[src/rtl/uwire_pkg.sv]
package uwire_pkg;

    typedef enum logic [2:0] {
        ST_IDLE,
        ST_SETUP,
        ST_CMD_HI,
        ST_CMD_LO,
        ST_DAT_HI,
        ST_DAT_LO,
        ST_END_HI,
        ST_END_LO
    } seq_st_e;

    localparam logic [2:0] READ_OPCODE = 3'b110;
    localparam int         OPCODE_W    = 3;

endpackage

[src/rtl/uwire_halfper_timer.sv]
module uwire_halfper_timer #(
    parameter int DIV_W = 12
) (
    input  logic             clk,
    input  logic             rst_n,
    input  logic             restart,
    input  logic [DIV_W-1:0] load_val,
    output logic             expire
);

    logic [DIV_W-1:0] cnt_d, cnt_q;

    always_comb begin
        cnt_d = cnt_q;
        if (restart) begin
            cnt_d = load_val;
        end else if (cnt_q != '0) begin
            cnt_d = cnt_q - 1'b1;
        end
    end

    always_ff @(posedge clk) begin
        if (!rst_n) begin
            cnt_q <= '0;
        end else begin
            cnt_q <= cnt_d;
        end
    end

    assign expire = (cnt_q == '0);

    // The count never rises except through a reload.
    AST_TMR_MONOTONIC: assert property (@(posedge clk) disable iff (!rst_n)
        !restart |=> (cnt_q <= $past(cnt_q)))
        else $error("timer counted up without reload");

endmodule

[src/rtl/uwire_cmd_ser.sv]
module uwire_cmd_ser #(
    parameter int W = 9
) (
    input  logic         clk,
    input  logic         rst_n,
    input  logic         load,
    input  logic [W-1:0] load_val,
    input  logic         shift,
    output logic         msb
);

    logic [W-1:0] sr_d, sr_q;

    always_comb begin
        sr_d = sr_q;
        if (load) begin
            sr_d = load_val;
        end else if (shift) begin
            sr_d = {sr_q[W-2:0], 1'b0};
        end
    end

    always_ff @(posedge clk) begin
        if (!rst_n) begin
            sr_q <= '0;
        end else begin
            sr_q <= sr_d;
        end
    end

    assign msb = sr_q[W-1];

endmodule

[src/rtl/uwire_data_des.sv]
module uwire_data_des #(
    parameter int W = 16
) (
    input  logic         clk,
    input  logic         rst_n,
    input  logic         sample,
    input  logic         bit_in,
    output logic [W-1:0] word
);

    logic [W-1:0] sr_d, sr_q;

    always_comb begin
        sr_d = sr_q;
        if (sample) begin
            sr_d = {sr_q[W-2:0], bit_in};
        end
    end

    always_ff @(posedge clk) begin
        if (!rst_n) begin
            sr_q <= '0;
        end else begin
            sr_q <= sr_d;
        end
    end

    assign word = sr_q;

endmodule

[src/rtl/uwire_eeprom_reader.sv]
module uwire_eeprom_reader
    import uwire_pkg::*;
#(
    parameter int ADDR_W = 6,
    parameter int DATA_W = 16,
    parameter int DIV_W  = 12
) (
    input  logic              clk,
    input  logic              rst_n,
    input  logic [DIV_W-1:0]  half_div,
    input  logic              rd_req,
    input  logic [ADDR_W-1:0] rd_addr,
    output logic              busy,
    output logic              done,
    output logic [DATA_W-1:0] rd_data,
    input  logic              reg_wr,
    input  logic [2:0]        reg_wdata,
    output logic [7:0]        reg_rdata,
    output logic              ee_cs,
    output logic              ee_sk,
    output logic              ee_di,
    input  logic              ee_do
);

    localparam int CMD_W   = OPCODE_W + ADDR_W;
    localparam int MAX_BIT = (CMD_W > DATA_W) ? CMD_W : DATA_W;
    localparam int CNT_W   = $clog2(MAX_BIT + 1);

    typedef struct packed {
        seq_st_e          st;
        logic             sk;
        logic             cs;
        logic             di;
        logic [CNT_W-1:0] cnt;
        logic [DIV_W-1:0] div;
        logic             done;
    } ctl_t;

    ctl_t ctl_d, ctl_q;

    logic             tmr_restart;
    logic [DIV_W-1:0] tmr_load;
    logic             tmr_expire;
    logic             cmd_load;
    logic             cmd_shift;
    logic             cmd_msb;
    logic             dat_sample;

    assign busy     = (ctl_q.st != ST_IDLE);
    assign tmr_load = busy ? ctl_q.div : half_div;

    uwire_halfper_timer #(.DIV_W(DIV_W)) u_timer (
        .clk      (clk),
        .rst_n    (rst_n),
        .restart  (tmr_restart),
        .load_val (tmr_load),
        .expire   (tmr_expire)
    );

    uwire_cmd_ser #(.W(CMD_W)) u_cmd (
        .clk      (clk),
        .rst_n    (rst_n),
        .load     (cmd_load),
        .load_val ({READ_OPCODE, rd_addr}),
        .shift    (cmd_shift),
        .msb      (cmd_msb)
    );

    uwire_data_des #(.W(DATA_W)) u_dat (
        .clk    (clk),
        .rst_n  (rst_n),
        .sample (dat_sample),
        .bit_in (ee_do),
        .word   (rd_data)
    );

    always_comb begin
        ctl_d       = ctl_q;
        ctl_d.done  = 1'b0;
        tmr_restart = 1'b0;
        cmd_load    = 1'b0;
        cmd_shift   = 1'b0;
        dat_sample  = 1'b0;
        unique case (ctl_q.st)
            ST_IDLE: begin
                if (rd_req) begin
                    ctl_d.st    = ST_SETUP;
                    ctl_d.cs    = 1'b1;
                    ctl_d.sk    = 1'b0;
                    ctl_d.di    = 1'b0;
                    ctl_d.cnt   = '0;
                    ctl_d.div   = half_div;
                    cmd_load    = 1'b1;
                    tmr_restart = 1'b1;
                end else if (reg_wr) begin
                    ctl_d.sk = reg_wdata[0];
                    ctl_d.cs = reg_wdata[1];
                    ctl_d.di = reg_wdata[2];
                end
            end
            ST_SETUP: begin
                if (tmr_expire) begin
                    ctl_d.st    = ST_CMD_HI;
                    ctl_d.sk    = 1'b1;
                    tmr_restart = 1'b1;
                end
            end
            ST_CMD_HI: begin
                if (tmr_expire) begin
                    ctl_d.st    = ST_CMD_LO;
                    ctl_d.sk    = 1'b0;
                    ctl_d.cnt   = ctl_q.cnt + 1'b1;
                    cmd_shift   = 1'b1;
                    tmr_restart = 1'b1;
                end
            end
            ST_CMD_LO: begin
                if (tmr_expire) begin
                    ctl_d.sk    = 1'b1;
                    tmr_restart = 1'b1;
                    if (ctl_q.cnt == CNT_W'(CMD_W)) begin
                        ctl_d.st  = ST_DAT_HI;
                        ctl_d.cnt = '0;
                    end else begin
                        ctl_d.st = ST_CMD_HI;
                    end
                end
            end
            ST_DAT_HI: begin
                if (tmr_expire) begin
                    ctl_d.st    = ST_DAT_LO;
                    ctl_d.sk    = 1'b0;
                    ctl_d.cnt   = ctl_q.cnt + 1'b1;
                    dat_sample  = 1'b1;
                    tmr_restart = 1'b1;
                end
            end
            ST_DAT_LO: begin
                if (tmr_expire) begin
                    ctl_d.sk    = 1'b1;
                    tmr_restart = 1'b1;
                    if (ctl_q.cnt == CNT_W'(DATA_W)) begin
                        ctl_d.st = ST_END_HI;
                        ctl_d.cs = 1'b0;
                    end else begin
                        ctl_d.st = ST_DAT_HI;
                    end
                end
            end
            ST_END_HI: begin
                if (tmr_expire) begin
                    ctl_d.st    = ST_END_LO;
                    ctl_d.sk    = 1'b0;
                    tmr_restart = 1'b1;
                end
            end
            ST_END_LO: begin
                if (tmr_expire) begin
                    ctl_d.st   = ST_IDLE;
                    ctl_d.done = 1'b1;
                end
            end
            default: ctl_d.st = ST_IDLE;
        endcase
    end

    always_ff @(posedge clk) begin
        if (!rst_n) begin
            ctl_q <= '{st: ST_IDLE, sk: 1'b0, cs: 1'b0, di: 1'b0,
                       cnt: '0, div: '0, done: 1'b0};
        end else begin
            ctl_q <= ctl_d;
        end
    end

    assign done      = ctl_q.done;
    assign ee_sk     = ctl_q.sk;
    assign ee_cs     = ctl_q.cs;
    assign ee_di     = busy ? cmd_msb : ctl_q.di;
    assign reg_rdata = {4'b0000, ee_do, ee_di, ee_cs, ee_sk};

    // Cycles since the serial clock last changed, saturating.
    logic [DIV_W:0] gap_q;
    logic           sk_prev_q;

    always_ff @(posedge clk) begin
        if (!rst_n) begin
            gap_q     <= '0;
            sk_prev_q <= 1'b0;
        end else begin
            sk_prev_q <= ee_sk;
            if (ee_sk != sk_prev_q) begin
                gap_q <= '0;
            end else if (gap_q != '1) begin
                gap_q <= gap_q + 1'b1;
            end
        end
    end

    AST_START_CS_LOW_SK: assert property (@(posedge clk) disable iff (!rst_n)
        $rose(busy) |-> (ee_cs && !ee_sk))
        else $error("read began without cs high and sk low");

    AST_DI_STEADY_HIGH: assert property (@(posedge clk) disable iff (!rst_n)
        (busy && $past(busy) && ee_sk && $past(ee_sk)) |-> $stable(ee_di))
        else $error("di moved while sk high");

    AST_HALF_PERIOD: assert property (@(posedge clk) disable iff (!rst_n)
        (busy && $past(busy) && (ee_sk != sk_prev_q)) |-> (gap_q >= {1'b0, ctl_q.div}))
        else $error("sk toggled before half-period elapsed");

    AST_CS_DROP_ON_RISE: assert property (@(posedge clk) disable iff (!rst_n)
        (busy && $fell(ee_cs)) |-> ee_sk)
        else $error("cs released without trailing clock");

    AST_DONE_AFTER_BUSY: assert property (@(posedge clk) disable iff (!rst_n)
        done |-> (!busy && $past(busy)))
        else $error("done outside end of read");

    AST_DONE_SINGLE: assert property (@(posedge clk) disable iff (!rst_n)
        done |=> !done)
        else $error("done longer than one cycle");

    AST_REQ_ACCEPT: assert property (@(posedge clk) disable iff (!rst_n)
        (rd_req && !busy) |=> busy)
        else $error("idle request not accepted");

endmodule

[config.mk]
export PLATFORM = sky130hd
export DESIGN_NAME = uwire_eeprom_reader
export DESIGN_NICKNAME = d
export VERILOG_FILES = /design/src/rtl/uwire_pkg.sv /design/src/rtl/uwire_halfper_timer.sv /design/src/rtl/uwire_cmd_ser.sv /design/src/rtl/uwire_data_des.sv /design/src/rtl/uwire_eeprom_reader.sv
export SDC_FILE = /design/constraint.sdc
export NUM_CORES = 1
export LEC_CHECK = 0
export BUFFER_PORTS_ARGS = -buffer_cell sky130_fd_sc_hd__buf_2
export CAP_MARGIN = 20
export CORE_MARGIN = 5
export CORE_UTILIZATION = 30
export DETAILED_ROUTE_END_ITERATION = 12
export GPL_TIMING_DRIVEN = 0
export PLACE_DENSITY_LB_ADDON = 0.25
export SLEW_MARGIN = 30
export SYNTH_ARGS = -nofsm -noshare
export SYNTH_HDL_FRONTEND = slang
export SYNTH_SLANG_ARGS = --single-unit
[constraint.sdc]
create_clock -name clk -period 3.1 [get_ports clk]
set_clock_uncertainty 0.2 [all_clocks]
set_input_delay 0.155 -clock clk [delete_from_list [all_inputs] [get_ports clk]]
set_output_delay 0.155 -clock clk [all_outputs]
set_load 0.05 [all_outputs]
# Word level (Yosys, flattened, before mapping)

Index checks and enable logic that the tools add are counted.

Register bits after elaboration: 61
Output and inout port bits: 29
Word-level logic and storage cells: 88

Add/subtract/negate cells: 2
Equal/unequal tests: 21
Mux-type cells: 33
Bitwise logic cells: 1
Reductions and logical operators: 20

Operators with widths:

| cell                  | number |
|---|---|
| $mux 12               | 3 |
| $pmux 3 s8            | 1 |
| $mux 4                | 5 |
| $mux 5                | 4 |
| $ne 2x2->1 const B    | 10 |
| $mux 9                | 2 |
| $mux 17               | 1 |
| $reduce_and 8->1      | 2 |
| $mux 3                | 5 |
| $pmux 5 s3            | 1 |
| $eq 3x3->1 const B    | 4 |
| $logic_not 12->1      | 1 |
| $reduce_bool 12->1    | 1 |
| $sub 12x1->12 const B | 1 |
| $reduce_bool 2->1     | 4 |
| $mux 1                | 7 |
| $pmux 1 s7            | 1 |
| $reduce_bool 7->1     | 1 |
| $eq 3x2->1 const B    | 2 |
| $reduce_and 2->1      | 3 |
| $reduce_bool 3->1     | 2 |
| $reduce_or 6->1       | 1 |
| $add 5x1->5 const B   | 1 |
| $eq 5x4->1 const B    | 1 |
| 11 further kinds      | 13 |

# Longest topological paths before layout

Word-level depth: 5
Gate-level depth with buffers: 7

# By module

Synthesis repeated with hierarchy kept, for this count alone.

Cell total of the unflattened synthesis: 381
Area, all modules: 3211.8 um^2

By module, submodules not included:

| module              | times used | cells an instance | area each (um^2) |
|---|---|---|---|
| uwire_eeprom_reader | 1          | 201               | 1452.6 |
| uwire_halfper_timer | 1          | 90                | 703.2 |
| uwire_data_des      | 1          | 51                | 615.6 |
| uwire_cmd_ser       | 1          | 39                | 440.4 |

# Worst setup path after synthesis

No wires, ideal clock.

Path kind: reg-to-output
Start point: register ctl_q[21] (netlist name)
End point: output reg_rdata[2]
Arrival time: 1.670 ns
Data required time: 2.745 ns
Slack: 1.075 ns
Stages on the path, launching flop included: 7
Path buffers: 3
Cells stage by stage: dfxtp_1 > clkbuf_1 > nor3_2 > clkbuf_1 > nand2_1 > nand2_1 > buf_4

Cells in the longest elaborated chain, start to end: 2

Ends and longest elaborated chain:

| item                   | line                       | source |
|---|---|---|
| from (decl)            | uwire_eeprom_reader.sv:39  | `ctl_t ctl_d, ctl_q;` |
| from (signal assigned) | uwire_eeprom_reader.sv:169 | `ctl_q <= '{st: ST_IDLE, sk: 1'b0, cs: 1'b0, di: 1'b0,` |
| from (signal assigned) | uwire_eeprom_reader.sv:172 | `ctl_q <= ctl_d;` |
| $reduce_bool 3->1      | uwire_eeprom_reader.sv:49  | `assign busy = (ctl_q.st != ST_IDLE);` |
| $mux 1                 | uwire_eeprom_reader.sv:179 | `assign ee_di = busy ? cmd_msb : ctl_q.di;` |
| to (decl)              | uwire_eeprom_reader.sv:18  | `output logic [7:0] reg_rdata,` |

No other way between the ends.

# Worst setup path in the final report

Start point: register u_timer.cnt_q[4]
End point: register ctl_q, in the netlist ee_cs

Cells in the longest elaborated chain, start to end: 3

Ends and longest elaborated chain:

| item                       | line                      | source |
|---|---|---|
| from (decl)                | uwire_halfper_timer.sv:11 | `logic [DIV_W-1:0] cnt_d, cnt_q;` |
| from (signal assigned)     | uwire_halfper_timer.sv:26 | `cnt_q <= cnt_d;` |
| $logic_not 12->1           | uwire_halfper_timer.sv:30 | `assign expire = (cnt_q == '0);` |
| $ne 2x2->1 (no line)       | -                         |  |
| $reduce_and 4->1 (no line) | -                         |  |

No other way between the ends.
A chain may end at the register's enable or synchronous reset.

==> impl_metrics.csv <==
group,metric,value,unit
power,p_int,1.77,mW
power,ir_drop,0.314,mV
global_routing,grt_pass1_wl,16000,µm
worst_setup_path,endpoint_kind,"flip-flop",
route,dr.first_iter.drc_count,236,
timing,tns,0,ns
yosys,ys_ff_latch,61,
global_routing,overflow,0,
yosys,yosysTopAreaCellShare,38.3,%
yosys,synth_edf_count,0,
power,p_seq_share,33.3,%
global_routing,grt_pass1_vias,3099,
worst_setup_path,cp_max_fo,10,
power,p_clk_share,23.5,%
final_layout,area_growth,27.2,%
cts,cts_resized,0,
power,power.switching,1.29,mW
cts,post-cts-setup-buffers,0,
timing,timing_hold_violations_final,0,
die,start_util,30.8,%
placed_design,place_congestion,0.855,
die,num_io_pins,55,
cts,cts_sinks,61,
yosys,yosysTopAreaCell,"dfxtp_1",
cts,clock_tree.root_cell,"clkbuf_8",
route,antenna_left,0,
die,row_count,37,
timing,fin_crit,2.74,ns
power,p_leak,1.54,nW
yosys,yosysWarnings,0,
cts,htree_levels,3,
timing,post-route-period-util,88.3,%
power,finalPower,3.06,mW
cts,clockBufferDepth,2,
yosys,netlist_top_cells_area,"dfxtp_1, a211oi_1, a21oi_1, nand2_1, nand3_1",
run_status,status,"finished, final reports clean",
cts,ctsHoldBuffers,24,
worst_setup_path,startpoint_type,"flip-flop",
timing,rsz0062_at_grt,"false",
timing,setup_violations,0,
route,routed_wl,9830,µm
die,core,0.0103,mm²
cts,tritoncts,"built",
power,comb_power_share,43.1,%
placed_design,place_ws,0.763,ns
worst_setup_path,worstSetupPathType,"reg2reg",
timing,worstMarginPinSlew,0.632,ns
worst_setup_path,crit_arrival,2.78,ns
route,drc_errors,0,
yosys,synthFlopType,"dfxtp_1",
yosys,synth.avg_cell_area,8.21,µm²
final_layout,num_antenna_cells,0,
power,power_density,756,mW/mm²
cts,numCtsBuffers,9,
route,post_drt_wl_per_cell,15.9,µm
final_layout,finalNetCount,505,
die,fp.dieArea,0.0128,mm²
die,die_y,113,µm
yosys,synth.distinct_cells,64,
final_layout,mostFrequentLayoutCell,"dfxtp_1",
timing,slew_headroom,57.9,%
timing,setup_ws,0.363,ns
global_routing,antenna_found_initial,0,
cts,path_clk_slew,0.07,ns
placed_design,dp_hpwl,6950,µm
yosys,synthArstFlopShare,0,%
yosys,seq_area_frac_synth,38.3,%
yosys,syn-cell-area,0.00318,mm²
global_routing,grt_start_max_net_pins,12,
placed_design,numPortBuffers,49,
power,p_sw_share,42.2,%
worst_setup_path,cp.required,3.14,ns
route,vias,3187,
run,maxCapViolations,0,
timing,drv_slew,0,
final_layout,fillers,1049,
final_layout,multi_input_area,0.00175,mm²
final_layout,layout_common_cells,"dfxtp_1, buf_2, nand2_1",
die,die_w,113,µm
timing,max_freq,365,MHz
route,vias_per_cell,5.17,
hold_path,hp-class,"in2reg",
yosys,netlist_instances,388,
cts,clkLatencyLatePin,0.35,ns
final_layout,drive_gt1_share,20.2,%
route,drt_first_pass_iters,5,
global_routing,track_usage,15.6,%
final_layout,layout.area.seq,0.00122,mm²
[synth_stat cells (2+ instances only)]
master and count:
nor2b_1 4, nand2_1 45, or3_1 3, nand4_1 4
xor2_1 3, xnor2_1 6, clkbuf_1 20, nor3_1 7
o21ai_1 8, inv_1 6, nor4bb_1 2, buf_1 2
mux2i_1 3, nand2b_1 2, mux2_2 8, buf_2 7
nor4_4 2, nor4_1 3, a21boi_0 2, or4_1 2
a311oi_1 2, dfxtp_1 61, nand4b_1 2, o21ai_0 21
a21oi_1 35, buf_4 9, and3_1 3, o211ai_1 6
o311a_1 2, o32ai_1 2, nand3_1 27, nor2_1 17
a31oi_1 4, a211oi_1 25, ha_1 4
[metrics by stage]
stage	area (µm²)	instances	hold WS, ns	utilization (%)
2_1_floorplan	3200	391	0.0910	-
3_3_place_gp	3610	576	0.208	35.0
3_5_place_dp	3610	576	0.212	35.0
4_1_cts	4050	616	0.0649	39.2
5_1_grt	4050	616	0.123	39.2
6_report	4050	616	0.0770	39.2
[cell type report]
type	instances	share of cell area, %
Buffer	39	4.85
Multi-Input combinational cell	283	43.1
Sequential cell	61	30.1
Clock inverter	6	1.54
Inverter	8	0.741
Timing Repair Buffer	73	12.0
Tap cell	136	4.20
Clock buffer	10	3.40
[kinds of logic after synthesis]
| logic type | Yosys count | share of synthesized area, % |
|---|---|---|
| flops | 61 | 38.3 |
| buf+inv | 47 | 7.11 |
| simple gates | 134 | 22.4 |
| compound gates | 121 | 24.2 |
| other cells | 1 | 0.118 |
| xor+xnor | 9 | 2.48 |
| fa+ha+maj | 4 | 1.57 |
| mux | 11 | 3.77 |
[worst max-delay path: stages (launching register included)]
cell and delay, ns:
dfxtp_1 0.38, nor4_4 0.53, nand4_2 0.31, clkbuf_1 0.34
o211ai_1 0.25, a32oi_1 0.06, dlygate4sd3_1 0.55
[flip-flops by register name (all words and copies together) (netlist names)]
name and cells:
ctl_q 21, u_timer.cnt_q 12, ee_cs 1, u_cmd.sr_q 9, done 1, ee_sk 1
u_dat.word 16
[power by group through the flow]
stage               sequential [mW]  clock, mW  combinational [mW]
floorplan                      1.04          0               0.942
global placement               1.03          0                1.27
detailed placement             1.04          0                1.28
CTS                            1.02      0.733                1.32
global route                   1.04      0.772                1.45
finish                         1.02      0.721                1.32
[layer usage]
metal / part of all wire (%) / vias to the layer above / GRT usage [%]
met2: 48 / 84 / 25.6
met5: 0 / - / 0
met4: 1.3 / 0 / 5.29
li1: - / 1588 / -
met1: 45 / 1504 / 20.7
met3: 5.4 / 11 / 2.57
[final timing paths]
path | slack (ns) | startpoint | end | depth (start not counted)
worst max-delay path | 0.36 | u_timer.cnt_q[4] | ee_cs | 6
worst min-delay path | 0.08 | rst_n | u_cmd.sr_q[2] | 3
worst max register to register | 0.36 | u_timer.cnt_q[4] | ee_cs | 6
worst min register to register | 0.26 | ctl_q[3] | ctl_q[3] | 2
No activity file was read; power rests on OpenSTA's default activity.
